==> src/rtl/evt_ctl_pkg.sv <==
package evt_ctl_pkg;

    localparam int DW       = 32;
    localparam int AW       = 3;
    localparam int NUM_MST  = 2;
    localparam int NUM_Q    = 2;
    localparam int FLT_PER  = 8;
    localparam int MST_STEP = 12;

    localparam int BIT_RST_DONE  = 24;
    localparam int BIT_HALT_ACK0 = 25;
    localparam int BIT_NACK0     = 27;

    localparam logic [DW-1:0] ERR_GRP0  = 32'h1800_0EE6;
    localparam logic [DW-1:0] ERR_GRP1  = 32'h60EE_6000;
    localparam logic [DW-1:0] RST_LEGAL = 32'h0F73_F3F7;

    typedef enum logic [AW-1:0] {
        A_STATUS = 3'd0,
        A_MASK   = 3'd1,
        A_STAGE  = 3'd2,
        A_COMMIT = 3'd3,
        A_HALT   = 3'd4,
        A_RESET  = 3'd5
    } reg_addr_e;

    typedef struct packed {
        logic [NUM_MST-1:0]         rd_done;
        logic [NUM_MST*NUM_Q-1:0]   report;
        logic [NUM_MST*NUM_Q-1:0]   nack;
        logic [NUM_MST*FLT_PER-1:0] fault;
    } evt_t;

    function automatic int fault_pos(input int k);
        case (k)
            0: return 1;
            1: return 2;
            2: return 5;
            3: return 6;
            4: return 7;
            5: return 9;
            6: return 10;
            default: return 11;
        endcase
    endfunction

    function automatic logic [DW-1:0] map_events(input evt_t e,
                                                 input logic [NUM_MST-1:0] hack,
                                                 input logic rdone);
        logic [DW-1:0] v;
        v = '0;
        for (int m = 0; m < NUM_MST; m++) begin
            v[MST_STEP*m] = e.rd_done[m];
            for (int q = 0; q < NUM_Q; q++) begin
                v[4 + 4*q + MST_STEP*m]   = e.report[NUM_Q*m+q];
                v[BIT_NACK0 + NUM_Q*m + q] = e.nack[NUM_Q*m+q];
            end
            for (int k = 0; k < FLT_PER; k++)
                v[fault_pos(k) + MST_STEP*m] = e.fault[FLT_PER*m+k];
            v[BIT_HALT_ACK0 + m] = hack[m];
        end
        v[BIT_RST_DONE] = rdone;
        return v;
    endfunction

endpackage

==> src/rtl/evt_status.sv <==
module evt_status
    import evt_ctl_pkg::*;
(
    input  logic          clk,
    input  logic          rst,
    input  logic [DW-1:0] set_i,
    input  logic          stage_wr,
    input  logic          commit_i,
    input  logic          mask_wr,
    input  logic [DW-1:0] wdata,
    output logic [DW-1:0] status_o,
    output logic [DW-1:0] stage_o,
    output logic [DW-1:0] mask_o,
    output logic          irq_o
);
    logic [DW-1:0] status_q, stage_q, mask_q, clr_vec;

    assign clr_vec = commit_i ? stage_q : '0;

    always_ff @(posedge clk) begin
        if (rst) begin
            status_q <= '0;
            stage_q  <= '0;
            mask_q   <= '0;
        end else begin
            status_q <= (status_q & ~clr_vec) | set_i;
            if (commit_i)
                stage_q <= '0;
            else if (stage_wr)
                stage_q <= stage_q | wdata;
            if (mask_wr)
                mask_q <= wdata;
        end
    end

    assign status_o = status_q;
    assign stage_o  = stage_q;
    assign mask_o   = mask_q;
    assign irq_o    = |(status_q & mask_q);

    AST_EVT_WINS: assert property (@(posedge clk) disable iff (rst)
        !$past(rst) |-> ((status_q & $past(set_i)) == $past(set_i))) else $error("event lost");

    AST_STAGE_HOLDS: assert property (@(posedge clk) disable iff (rst)
        !$past(rst) && !$past(commit_i) && !$past(stage_wr) |-> stage_q == $past(stage_q)) else $error("stage drift");
endmodule

==> src/rtl/evt_halt.sv <==
module evt_halt
    import evt_ctl_pkg::*;
(
    input  logic               clk,
    input  logic               rst,
    input  logic               wr_i,
    input  logic [NUM_MST-1:0] sel_i,
    input  logic [NUM_MST-1:0] idle_i,
    output logic [NUM_MST-1:0] req_o,
    output logic [NUM_MST-1:0] ack_o
);
    logic [NUM_MST-1:0] req_q;

    for (genvar m = 0; m < NUM_MST; m++) begin : g_mst
        always_ff @(posedge clk) begin
            if (rst)
                req_q[m] <= 1'b0;
            else if (wr_i && sel_i[m])
                req_q[m] <= 1'b1;
            else if (idle_i[m])
                req_q[m] <= 1'b0;
        end

        assign ack_o[m] = req_q[m] && idle_i[m];

        AST_HALT_WAITS_IDLE: assert property (@(posedge clk) disable iff (rst)
            req_q[m] && !idle_i[m] |=> req_q[m]) else $error("halt dropped early");
    end

    assign req_o = req_q;
endmodule

==> src/rtl/evt_reset.sv <==
module evt_reset
    import evt_ctl_pkg::*;
#(
    parameter int RST_HOLD = 4
) (
    input  logic          clk,
    input  logic          rst,
    input  logic          wr_i,
    input  logic [DW-1:0] wdata,
    output logic [DW-1:0] lines_o,
    output logic          done_o
);
    localparam int CW = $clog2(RST_HOLD + 1);

    logic          active_q;
    logic [CW-1:0] cnt_q;
    logic [DW-1:0] lines_q;
    logic          accept;

    assign accept = wr_i && !active_q && (|(wdata & RST_LEGAL));

    always_ff @(posedge clk) begin
        if (rst) begin
            active_q <= 1'b0;
            cnt_q    <= '0;
            lines_q  <= '0;
        end else if (accept) begin
            active_q <= 1'b1;
            cnt_q    <= CW'(RST_HOLD - 1);
            lines_q  <= wdata & RST_LEGAL;
        end else if (active_q) begin
            if (cnt_q == '0) begin
                active_q <= 1'b0;
                lines_q  <= '0;
            end else begin
                cnt_q <= cnt_q - 1'b1;
            end
        end
    end

    assign lines_o = lines_q;
    assign done_o  = active_q && (cnt_q == '0);

    AST_RST_LINES_LEGAL: assert property (@(posedge clk) disable iff (rst)
        (lines_q & ~RST_LEGAL) == '0) else $error("illegal reset line");

    AST_RST_DONE_ENDS: assert property (@(posedge clk) disable iff (rst)
        done_o |=> lines_q == '0) else $error("lines stuck after done");
endmodule

==> src/rtl/evt_irq_ctl.sv <==
module evt_irq_ctl
    import evt_ctl_pkg::*;
#(
    parameter int RST_HOLD = 4
) (
    input  logic          clk,
    input  logic          rst,
    input  logic          wr_en,
    input  logic [2:0]    wr_addr,
    input  logic [31:0]   wr_data,
    input  logic [2:0]    rd_addr,
    output logic [31:0]   rd_data,
    input  logic [1:0]    ev_rd_done,
    input  logic [3:0]    ev_report,
    input  logic [3:0]    ev_nack,
    input  logic [15:0]   ev_fault,
    input  logic [1:0]    mst_idle,
    output logic [1:0]    halt_req,
    output logic [31:0]   rst_lines,
    output logic [1:0]    mst_err,
    output logic          irq
);
    evt_t          evts;
    logic [DW-1:0] set_vec, status, stage, mask;
    logic [1:0]    halt_ack;
    logic          rst_done;
    logic          wr_mask, wr_stage, wr_commit, wr_halt, wr_reset;

    assign evts = '{rd_done: ev_rd_done, report: ev_report, nack: ev_nack, fault: ev_fault};
    assign set_vec = map_events(evts, halt_ack, rst_done);

    assign wr_mask   = wr_en && (wr_addr == A_MASK);
    assign wr_stage  = wr_en && (wr_addr == A_STAGE);
    assign wr_commit = wr_en && (wr_addr == A_COMMIT) && wr_data[0];
    assign wr_halt   = wr_en && (wr_addr == A_HALT);
    assign wr_reset  = wr_en && (wr_addr == A_RESET);

    evt_status u_status (
        .clk      (clk),
        .rst      (rst),
        .set_i    (set_vec),
        .stage_wr (wr_stage),
        .commit_i (wr_commit),
        .mask_wr  (wr_mask),
        .wdata    (wr_data),
        .status_o (status),
        .stage_o  (stage),
        .mask_o   (mask),
        .irq_o    (irq)
    );

    evt_halt u_halt (
        .clk    (clk),
        .rst    (rst),
        .wr_i   (wr_halt),
        .sel_i  (wr_data[1:0]),
        .idle_i (mst_idle),
        .req_o  (halt_req),
        .ack_o  (halt_ack)
    );

    evt_reset #(.RST_HOLD(RST_HOLD)) u_reset (
        .clk     (clk),
        .rst     (rst),
        .wr_i    (wr_reset),
        .wdata   (wr_data),
        .lines_o (rst_lines),
        .done_o  (rst_done)
    );

    assign mst_err[0] = |(status & ERR_GRP0);
    assign mst_err[1] = |(status & ERR_GRP1);

    always_comb begin
        case (rd_addr)
            A_STATUS: rd_data = status;
            A_MASK:   rd_data = mask;
            A_STAGE:  rd_data = stage;
            A_HALT:   rd_data = {30'b0, halt_req};
            A_RESET:  rd_data = rst_lines;
            default:  rd_data = '0;
        endcase
    end

    AST_IRQ_QUIET: assert property (@(posedge clk) disable iff (rst)
        (mask == '0) |-> !irq) else $error("irq without enable");

    AST_ACK_NEEDS_IDLE: assert property (@(posedge clk) disable iff (rst)
        $rose(status[BIT_HALT_ACK0]) |-> $past(halt_req[0]) && $past(mst_idle[0])) else $error("ack without idle");
endmodule

==> config.mk <==
export PLATFORM = sky130hd
export DESIGN_NAME = evt_irq_ctl
export DESIGN_NICKNAME = d
export VERILOG_FILES = /design/src/rtl/evt_ctl_pkg.sv /design/src/rtl/evt_status.sv /design/src/rtl/evt_halt.sv /design/src/rtl/evt_reset.sv /design/src/rtl/evt_irq_ctl.sv
export SDC_FILE = /design/constraint.sdc
export NUM_CORES = 1
export LEC_CHECK = 0
export ABC_CLOCK_PERIOD_IN_PS = 5350
export BUFFER_PORTS_ARGS = -buffer_cell sky130_fd_sc_hd__buf_2
export CAP_MARGIN = 20
export CORE_MARGIN = 1.5
export CORE_UTILIZATION = 45
export DETAILED_ROUTE_END_ITERATION = 7
export PLACE_DENSITY = 0.71
export SYNTH_ARGS = -nofsm -noshare
export SYNTH_HDL_FRONTEND = slang
export SYNTH_SLANG_ARGS = --single-unit
==> constraint.sdc <==
create_clock -name clk -period 5.35 [get_ports clk]
set_input_delay 1.3375 -clock clk [delete_from_list [all_inputs] [get_ports clk]]
set_output_delay 1.3375 -clock clk [all_outputs]
set_load 0.01 [all_outputs]
Yosys cells after proc, flatten, opt, wreduce, memory -nomap -nowiden:

Index checks and enable logic that the tools add are counted.

* bits in registers: 124
* bits of input ports: 69
* output and inout bits: 69
* logic and storage cells: 70

* add/sub/neg operators: 1
* equality and inequality tests: 10
* multiplexer cells: 15
* bitwise logic cells: 6
* reductions and logical operators: 29

Operator list (count)
* 32-bit one-hot mux with 5 select lines: 1
* 28-bit two-way mux: 3
* 32-bit bitwise AND: 2
* 32-bit two-way mux: 1
* 32-bit inverter: 1
* 32-bit by 31-bit bitwise OR with 32-bit output: 1
* 32-bit bitwise OR: 1
* 32-bit OR reduction: 1
* 22-bit OR reduction: 1
* 10-bit OR reduction: 2
* 1-bit logical AND: 13
* 3-bit equality test (second input constant): 4
* 3-bit by 2-bit equality test with 1-bit output (second input constant): 3
* 2-bit nonzero test: 4
* 1-bit two-way mux: 7
* 3-bit by 1-bit equality test with 1-bit output (second input constant): 2
* 3-bit logical NOT: 2
* 2-bit two-way mux: 3
* 2-bit AND reduction: 3
* 2-bit OR reduction: 2
* 3-bit by 1-bit subtractor with 3-bit output (second input constant): 1
* 2-bit by 1-bit inequality test with 1-bit output (second input constant): 1
* 1-bit logical NOT: 1
* 1-bit inverter: 1

Logic depth before layout (Yosys ltp):

Gate-level depths: netlist of the first run.

* depth in word-level cells: 7
* depth in mapped cells: 6

Hierarchy:

A second synthesis of the first run with hierarchy kept.

* cell total of the unflattened synthesis: 718
* area, all modules: 6099.6 um2

Modules (own cells, without submodules)
* evt_status: instances 1, cells an instance 364, area an instance 3301.9 um2, sequential area each 1921.8 um2
* evt_reset: instances 1, cells an instance 173, area an instance 1415.1 um2, sequential area each 520.5 um2
* evt_irq_ctl: instances 1, cells an instance 171, area an instance 1297.5 um2, sequential area each 0.0 um2
* evt_halt: instances 1, cells an instance 10, area an instance 85.1 um2, sequential area each 40.0 um2

Worst setup path before layout of the first run:

No wires, ideal clock.

* path type: input-to-output
* start: input rd_addr[0]
* end: output rd_data[12]
* arrival: 2364 ps
* path slack: 1648 ps
* cell stages on the path: 5
* path buffers: 2
* path through: buf_2 > nor2b_1 > clkbuf_1 > a21oi_1 > o21ai_0

* cells in the longest elaborated chain, start to end: 2
* elaborated cells between the ends (all ways): 6
* those cells by class: 4 x eq/ne; 1 x mux; 1 x reduce/logical

Ends and longest elaborated chain
* start: declaration: line evt_irq_ctl.sv:11 `input logic [2:0] rd_addr,`
* 3-bit equality test (tied with other cells): line evt_irq_ctl.sv:75 `case (rd_addr)`
* 32-bit one-hot mux with 5 select lines *: line evt_irq_ctl.sv:75
* end: declaration: line evt_irq_ctl.sv:12 `output logic [31:0] rd_data,`

Mark *: on every way between the ends. The rest lies on a longest branch, timed or not.

Worst setup path after layout of the first run:

* start: input rd_addr[1]
* end: output rd_data[21]

Same word-level chain as after synthesis.

==> flow_metrics.py, run 1 <==
metrics = {
    "run_status": {
        "status": "finished, final reports clean",
    },
    "floorplan": {
        "rows": 41,
        "start_util_pct": 46.48,
        "core-area_sq_um": 12720,
        "io_pins": 138,
        "die_w_um": 117.6,
        "die_y_um": 117.6,
        "dieArea_sq_um": 13840,
    },
    "placed_design": {
        "dp_hpwl_um": 13160,
        "place.gp.congestion": 0.9219,
        "port-buffer-count": 127,
    },
    "sta": {
        "setup_viol": 0,
        "min_period_ns": 4.293,
        "slew_headroom_pct": 29.54,
        "max_freq_ghz": 0.2329,
        "fin_crit_sh_pct": 80.25,
        "tightest_slew_ns": 1.057,
        "fin_setup_tns_ns": 0,
        "whs_ns": 0.4574,
        "rsz0062_at_grt": "no",
        "hold_violations": 0,
        "slew_violations": 0,
        "skew_ns": 0.005349,
    },
    "synthesis": {
        "synth_edf_count": 0,
        "synth_area_leader_cell": "dfxtp_1",
        "ys_ff_latch": 124,
        "synth_warnings": 0,
        "syn_inst": 782,
        "synth.distinct_cells": 36,
        "synth_area_sq_um": 5913,
        "synth.area.top_cells": "dfxtp_1 (42%), a21oi_1 (11%), nand2_1 (7.0%)",
        "synth.yosys.seq_area_share_pct": 41.98,
        "synth_top_area_share_pct": 41.98,
        "synth-main-ff-cell": "dfxtp_1",
        "synth.avg_cell_area_sq_um": 7.562,
        "async_flop_share_pct": 0,
    },
    "global_routing": {
        "grt_pass1_wl_um": 30120,
        "grt_util_met3_pct": 6.395,
        "grt_util_met2_pct": 43.24,
        "top_usage_layer": "met2",
        "grt_pass1_vias": 5556,
        "antenna_found_initial": 0,
        "use_met1_pct": 37.20,
        "grt_max_degree": 46,
        "grt_use_total_pct": 27.77,
        "overflow": 0,
    },
    "clock_tree": {
        "post_cts_buffers": 0,
        "ctsResizeCount": 0,
        "htreeDepth": 4,
        "worstSkewPairLatency_ns": 0.41,
        "clkSinkCount": 124,
        "numCtsBuffers": 17,
        "cts_tree": "built",
        "ctsLongestPathBuffers": 2,
        "cts.clk_slew.worst_paths_ns": 0.06,
        "hold_buffers": 0,
        "clockRootBuffer": "clkbuf_16",
    },
    "worst_setup_path": {
        "crit_family": "simple AND/OR/NAND/NOR gates",
        "worstSetupPathType": "input pin to output pin",
        "worstSetupStartpointType": "input pin",
        "cp_cell_sequence": "buf_2, nor2b_2, and2_1, nand2_1, o21ai_0, buf_2",
        "cpPeakStageDelay_ns": 0.67,
        "cp.arrival_ns": 2.96,
        "required_ns": 4.01,
        "critPathMaxFanout": 24,
        "cp-end-kind": "output pin",
        "path_buf_inv": 2,
        "slowest_stage": "and2_1",
        "cpMostUsedCell": "buf_2",
    },
    "route": {
        "first_pass_iters": 5,
        "routedWlPerCell_um": 17.92,
        "drt-total-wl_um": 19100,
        "routed_via_density": 5.635,
        "vias": 6007,
        "drt-initial-drc-count": 615,
        "drcViolationCount": 0,
        "ant_nets": 0,
    },
    "power_and_ir_drop": {
        "p_per_area_nw_per_um2": 318.2,
        "total_leakage_power_nw": 2.927,
        "ir_drop_mv": 0.2845,
    },
    "layout": {
        "nets": 954,
        "drive_above_1_share_pct": 19.69,
        "syn2layout_area_growth_pct": 20.78,
        "antenna_cells": 0,
    },
    "run": {
        "cap_violations": 0,
    },
    "worst_hold_path": {
        "hold_class": "flop to flop",
    },
}
Yosys cell counts (2+ instances only):
cell type,number
a21oi_1,132
dfxtp_1,124
nand2_1,110
nor2_1,79
inv_1,60
o21ai_0,52
clkbuf_1,37
mux2i_1,30
nand4_1,27
nand3b_1,24
a31oi_1,22
a22oi_1,16
buf_2,15
buf_4,11
nor4_1,7
nand2b_1,4
nand3_1,4
nor2b_1,4
and3b_1,2
and4_1,2
buf_6,2
ha_1,2
mux4_2,2
or4_4,2
cells by family (layout without fill, tap and decap cells):
| group | count (synthesis) | count (layout) | synth area share (%) |
|---|---|---|---|
| AOI/OAI and AO/OA | 224 | 224 | 20.23 |
| xor gates and xnor gates | 1 | 1 | 0.1481 |
| adders and majority gates | 2 | 2 | 0.4231 |
| buffers and inverters | 126 | 229 | 9.268 |
| DFF | 124 | 124 | 41.98 |
| muxes | 33 | 33 | 6.030 |
| other | 1 | 10 | 0.06342 |
| and+or+nand+nor | 271 | 271 | 21.86 |
cell type report:
class | instances | area (sq um)
Clock buffer | 21 | 450.4
Inverter | 60 | 225.2
Multi-Input combinational cell | 541 | 2925
Fill cell | 1237 | 5580
Clock inverter | 9 | 97.59
Sequential cell | 124 | 2482
Tap cell | 172 | 215.2
Timing Repair Buffer | 139 | 745.7
per-layer routing:
metal	part of all wire (%)	up-vias	wire length (um)
li1	-	2859	-
met1	43	2793	8222
met2	45	318	8663
met3	8.6	37	1648
met4	3.0	0	567
met5	0	-	0
final timing paths:
check | cells after the start | endpoint | slack [ns] | start
max reg2reg | 5 | u_reset.lines_o[26]$_SDFFE_PP0P_ | 3.43 | u_reset.cnt_q[0]$_SDFFE_PP0P_
min | 1 | u_status.status_o[15]$_SDFF_PP0_ | 0.46 | u_status.stage_o[15]$_SDFFE_PP0P_
min reg2reg | 1 | u_status.status_o[15]$_SDFF_PP0_ | 0.46 | u_status.stage_o[15]$_SDFFE_PP0P_
max | 6 | rd_data[21] | 1.06 | rd_addr[1]
worst register-to-register path, cell delays in order (launching register included):
cell	delay [ns]
dfxtp_1	0.29
inv_1	0.10
ha_1	0.22
nand3b_2	0.68
nand4_1	0.36
a31oi_1	0.12
power by group:
group	total, mW	internal (mW)	switching (mW)	leakage [nW]
Combinational	0.204	0.0755	0.129	1.64
Clock	1.08	0.686	0.396	0.272
Sequential	0.987	0.954	0.0328	1.01
Total	2.27	1.72	0.557	2.93
through the flow:
step	instance area, sq um	power (mW)	std cells	setup slack, ns	util [%]
3_5_place_dp	6594	1.204	1036	1.056	51.83
3_3_place_gp	6566	1.199	1035	1.108	51.61
4_1_cts	7142	2.277	1066	1.050	56.14
6_report	7142	2.273	1066	1.057	56.14
5_1_grt	7142	2.342	1066	0.9512	56.14
2_1_floorplan	5947	1.112	791	1.648	-
flip-flops by register name (all words and copies together) (netlist names):
register and count:
u_reset.cnt_q 3, u_status.status_o 32, u_status.mask_o 32, u_halt.req_o 2
u_reset.active_q 1, u_status.stage_o 32, u_reset.lines_o 22
cell usage in the layout, fill, tap and decap left out, types with 3 or more instances in the layout:
cell type	netlist	routed
a21oi_1	132	132
buf_2	15	127
dfxtp_1	124	124
nand2_1	110	110
nor2_1	79	79
inv_1	60	60
o21ai_0	52	52
mux2i_1	30	30
nand4_1	27	27
nand3b_1	24	24
a31oi_1	22	22
clkbuf_16	0	17
a22oi_1	16	16
buf_4	11	11
conb_1	1	10
nor4_1	7	7
clkinv_2	0	6
nand3_1	4	4
nand2b_1	4	4
nor2b_1	4	3
clkbuf_1	37	3
No activity file was read; power rests on OpenSTA's default activity.
==> inputs of run 2 (changes only) <==
- ABC_CLOCK_PERIOD_IN_PS: 5350 -> 3700
- PLACE_DENSITY: 0.71 -> 0.73
- clock period: 5.35 -> 3.7 ns (I/O delays scaled with it)
==> flow_metrics.py, run 2 (synthesis gave the netlist of run 1 again) <==
metrics = {
    "sta": {
        "rsz0062_at_grt": "no",
        "max_freq_ghz": 0.3081,
        "min_period_ns": 3.245,
        "setup_viol": 0,
        "hold_violations": 0,
        "slew_headroom_pct": 36.65,
        "fin_setup_tns_ns": 0,
        "slew_violations": 0,
        "fin_crit_sh_pct": 87.71,
        "fin_ws_ns": 0.4547,
        "skew_ns": 0.004958,
        "tightest_slew_ns": 0.9452,
    },
    "clock_tree": {
        "clkSinkCount": 124,
        "numCtsBuffers": 17,
        "worstSkewPairLatency_ns": 0.42,
        "ctsResizeCount": 0,
        "clockRootBuffer": "clkbuf_16",
        "hold_buffers": 0,
        "htreeDepth": 4,
        "cts_tree": "built",
        "ctsLongestPathBuffers": 2,
        "cts.clk_slew.worst_paths_ns": 0.05,
        "post_cts_buffers": 0,
    },
    "worst_setup_path": {
        "cp-startpoint": "rd_addr[1]",
        "worstSetupStartpointType": "input pin",
        "cp.arrival_ns": 2.32,
        "required_ns": 2.77,
        "reg2reg_to": "u_reset.lines_o[9]$_SDFFE_PP0P_",
        "reg2reg_setup_slack_ns": 1.70,
        "cp-end-kind": "output pin",
        "worstSetupPathType": "input pin to output pin",
        "path_buf_inv": 3,
        "slowest_stage": "buf_2",
        "cpPeakStageDelay_ns": 0.38,
        "critPathMaxFanout": 14,
        "cp_cell_sequence": "buf_2, buf_4, mux2i_1, nor2_1, a21oi_1, nor2_1, buf_2",
        "crit_family": "buffers and inverters",
        "rr_worst_depth": 5,
        "worstSetupEndpoint": "rd_data[11]",
        "cp.depth": 7,
        "r2r-start": "u_reset.cnt_q[0]$_SDFFE_PP0P_",
    },
    "global_routing": {
        "grt_pass1_vias": 5620,
        "grt_use_total_pct": 28.53,
        "grt_max_degree": 47,
        "antenna_found_initial": 1,
        "overflow": 0,
        "grt_pass1_wl_um": 30930,
    },
    "placed_design": {
        "port-buffer-count": 127,
        "dpl_worst_slack_ns": 0.4688,
        "place_area_sq_um": 6629,
        "dp_cells": 1040,
        "dp_hpwl_um": 13490,
        "place.gp.congestion": 0.8993,
    },
    "power_and_ir_drop": {
        "p_sw_uw": 843.7,
        "p_total_mw": 3.607,
        "combPwrFrac_pct": 8.2,
        "ir_drop_mv": 0.3520,
        "p_per_area_nw_per_um2": 494.5,
        "sequentialPowerShare_pct": 39.6,
        "swShare_pct": 23.39,
        "total_leakage_power_nw": 3.000,
        "p_int_mw": 2.763,
        "power_frac_clock_pct": 52.2,
    },
    "floorplan": {
        "io_pins": 138,
        "die_w_um": 117.6,
        "start_util_pct": 46.48,
        "dieArea_sq_um": 13840,
        "rows": 41,
        "die_y_um": 117.6,
        "core-area_sq_um": 12720,
    },
    "route": {
        "vias": 6101,
        "ant_nets": 0,
        "drt-total-wl_um": 19450,
        "drt-initial-drc-count": 765,
        "first_pass_iters": 6,
        "routed_via_density": 5.686,
        "drcViolationCount": 0,
        "routedWlPerCell_um": 18.13,
    },
    "layout": {
        "layout_common_cells": "a21oi_1 (132), buf_2 (127), dfxtp_1 (124)",
        "final_area_sq_um": 7295,
        "nets": 958,
        "drive_above_1_share_pct": 20.44,
        "syn2layout_area_growth_pct": 23.36,
        "layout_commonest_cell": "a21oi_1",
        "stdcell_count": 1073,
    },
    "run": {
        "cap_violations": 0,
    },
    "worst_hold_path": {
        "hold_class": "flop to flop",
    },
    "run_status": {
        "status": "finished, final reports clean",
    },
}
==> run 2: cell count changes in the layout (fill, tap and decap cells not counted) <==
cell        previous run  this run
buf_4                 11        14
clkinvlp_4             1         2
buf_16                 1         0
clkinv_2               6         5
buf_12                 0         2
clkbuf_1               3         1
bufinv_16              2         6
diode_2                0         1
==> run 2: how the worst min path moves through the flow <==
stage	start	endpoint	depth (start not counted)
6_report	u_status.stage_o[3]$_SDFFE_PP0P_	u_status.status_o[3]$_SDFF_PP0_	1
5_1_grt	u_status.stage_o[3]$_SDFFE_PP0P_	u_status.status_o[3]$_SDFF_PP0_	1
4_1_cts	u_status.stage_o[3]$_SDFFE_PP0P_	u_status.status_o[3]$_SDFF_PP0_	1
3_5_place_dp	u_status.status_o[31]$_SDFF_PP0_	u_status.status_o[31]$_SDFF_PP0_	2
3_3_place_gp	u_status.stage_o[3]$_SDFFE_PP0P_	u_status.status_o[3]$_SDFF_PP0_	1
2_1_floorplan	u_status.stage_o[15]$_SDFFE_PP0P_	u_status.status_o[15]$_SDFF_PP0_	1
==> run 2: power groups by stage <==
stage	clock network, mW	registers, mW	logic (mW)
global route	1.97	1.43	0.323
CTS	1.89	1.42	0.292
finish	1.88	1.43	0.296
floorplan	0	1.44	0.173
detailed placement	0	1.45	0.289
global placement	0	1.45	0.286
==> run 2: per-stage QoR <==
step | util [%] | hold slack, ns
floorplan | - | 0.4260
global placement | 52.10 | 0.4530
detailed placement | 52.10 | 0.4579
CTS | 57.32 | 0.4645
global route | 57.34 | 0.4817
finish | 57.34 | 0.4695
==> run 2: area by class of cell <==
cell class | count | area (sq um)
antenna | 1 | 2.502
multi-input combinational | 541 | 2925
clock inverter | 13 | 220.2
inverter | 60 | 225.2
clock buffer | 19 | 442.9
tap | 172 | 215.2
sequential | 124 | 2482
timing repair buffer | 143 | 780.7
fill | 1234 | 5428
==> run 2: routing by layer <==
metal  routed length (um)  GRT usage, %
met1                 8046         38.12
met5                    0             0
met3                 1768         6.589
met2                 8975         44.08
met4                  664         12.42
==> inputs of run 3 (changes only) <==
- RECOVER_POWER: not set -> 100
==> flow_metrics.py, run 3 (synthesis gave the netlist of run 1 again) <==
metrics = {
    "sta": {
        "whs_ns": 0.4732,
        "hold_violations": 0,
        "fin_setup_tns_ns": 0,
        "tightest_slew_ns": 1.729,
        "skew_ns": 0.005894,
        "slew_violations": 36,
        "min_period_ns": 3.413,
        "fin_ws_ns": 0.2867,
        "slew_headroom_pct": -15.27,
        "max_freq_ghz": 0.2930,
        "rsz0062_at_grt": "no",
        "setup_viol": 0,
        "fin_crit_sh_pct": 92.25,
    },
    "worst_setup_path": {
        "worstSetupStartpointType": "input pin",
        "cp.arrival_ns": 2.49,
        "cp-end-kind": "output pin",
        "worstSetupPathType": "input pin to output pin",
        "critPathMaxFanout": 14,
        "required_ns": 2.77,
    },
    "route": {
        "drt-total-wl_um": 19380,
        "routedWlPerCell_um": 18.07,
        "drcViolationCount": 0,
        "first_pass_iters": 5,
        "vias": 6072,
        "routed_via_density": 5.664,
        "ant_nets": 0,
        "drt-initial-drc-count": 862,
    },
    "clock_tree": {
        "numCtsBuffers": 17,
        "htreeDepth": 4,
        "cts_tree": "built",
        "clockRootBuffer": "clkbuf_16",
        "hold_buffers": 0,
        "clkSinkCount": 124,
        "worstSkewPairLatency_ns": 0.42,
        "ctsLongestPathBuffers": 2,
        "cts.clk_slew.worst_paths_ns": 0.05,
        "post_cts_buffers": 0,
        "ctsResizeCount": 0,
    },
    "global_routing": {
        "overflow": 0,
        "grt_pass1_wl_um": 30930,
        "grt_max_degree": 47,
        "grt_pass1_vias": 5620,
        "grt_use_total_pct": 28.53,
        "antenna_found_initial": 0,
    },
    "run": {
        "cap_violations": 1,
    },
    "placed_design": {
        "port-buffer-count": 127,
        "dp_hpwl_um": 13490,
        "place.gp.congestion": 0.8993,
        "dp_cells": 1040,
        "dpl_worst_slack_ns": 0.4688,
    },
    "layout": {
        "syn2layout_area_growth_pct": 21.56,
        "stdcell_count": 1072,
        "drive_above_1_share_pct": 13.78,
        "nets": 958,
        "layout_common_cells": "a21oi_1 (132), dfxtp_1 (124), nand2_1 (110)",
        "antenna_cells": 0,
        "layout_commonest_cell": "a21oi_1",
    },
    "floorplan": {
        "rows": 41,
        "dieArea_sq_um": 13840,
        "die_w_um": 117.6,
        "start_util_pct": 46.48,
        "die_y_um": 117.6,
        "core-area_sq_um": 12720,
        "io_pins": 138,
    },
    "power_and_ir_drop": {
        "power_frac_clock_pct": 52.3,
        "sequentialPowerShare_pct": 39.7,
        "p_int_mw": 2.756,
        "combPwrFrac_pct": 8.0,
        "total_leakage_power_nw": 2.751,
        "swShare_pct": 23.39,
        "p_sw_uw": 841.6,
        "ir_drop_mv": 0.3523,
        "p_per_area_nw_per_um2": 500.5,
    },
    "run_status": {
        "failed_checks": "capacitance limit, slew limit",
        "status": "finished, violations left",
    },
    "worst_hold_path": {
        "hold_class": "flop to flop",
    },
}
-- run 3: power by group through the flow --
stage | Combinational [mW] | Clock (mW) | Sequential [mW]
floorplan | 0.173 | 0 | 1.44
detailed placement | 0.289 | 0 | 1.45
global route | 0.316 | 1.97 | 1.43
finish | 0.288 | 1.88 | 1.43
global placement | 0.286 | 0 | 1.45
CTS | 0.292 | 1.89 | 1.42
-- run 3: area by class of cell --
type / count / area (sq um)
fill: 1270 / 5534
multi-input combinational: 541 / 2923
sequential: 124 / 2482
timing repair buffer: 143 / 679.4
clock buffer: 19 / 442.9
inverter: 60 / 225.2
clock inverter: 13 / 220.2
tap: 172 / 215.2
-- run 3: worst max-delay path: stages --
cell and delay, ns:
clkbuf_2 0.40, clkbuf_2 0.45, mux2i_1 0.26, nor2_1 0.05, a21oi_1 0.17, nor2_1 0.06, clkbuf_1 0.15
-- run 3: metal layers --
layer  wire length, um  part of all wire (%)  up-vias  global-route usage (%)
met4               654                   3.4        0                   12.42
met2              8870                    46      334                   44.08
li1                  -                     -     2868                       -
met3              1734                   8.9       47                   6.589
met1              8116                    42     2823                   38.12
met5                 0                     0        -                       0
-- run 3: worst paths after layout --
kind | cells after the start | to | startpoint | slack [ns]
worst max-delay path | 7 | rd_data[11] | rd_addr[1] | 0.29
worst min-delay path | 1 | u_status.status_o[3]$_SDFF_PP0_ | u_status.stage_o[3]$_SDFFE_PP0P_ | 0.47
worst max register to register | 5 | u_reset.lines_o[9]$_SDFFE_PP0P_ | u_reset.cnt_q[0]$_SDFFE_PP0P_ | 1.64
worst min register to register | 1 | u_status.status_o[3]$_SDFF_PP0_ | u_status.stage_o[3]$_SDFFE_PP0P_ | 0.47
-- run 3: through the flow --
stage / util, % / power [mW] / cell area, sq um
finish: 56.50 / 3.598 / 7188
global route: 56.50 / 3.714 / 7188
CTS: 57.32 / 3.611 / 7292
detailed placement: 52.10 / 1.742 / 6629
global placement: 52.10 / 1.739 / 6629
floorplan: - / 1.608 / 5947
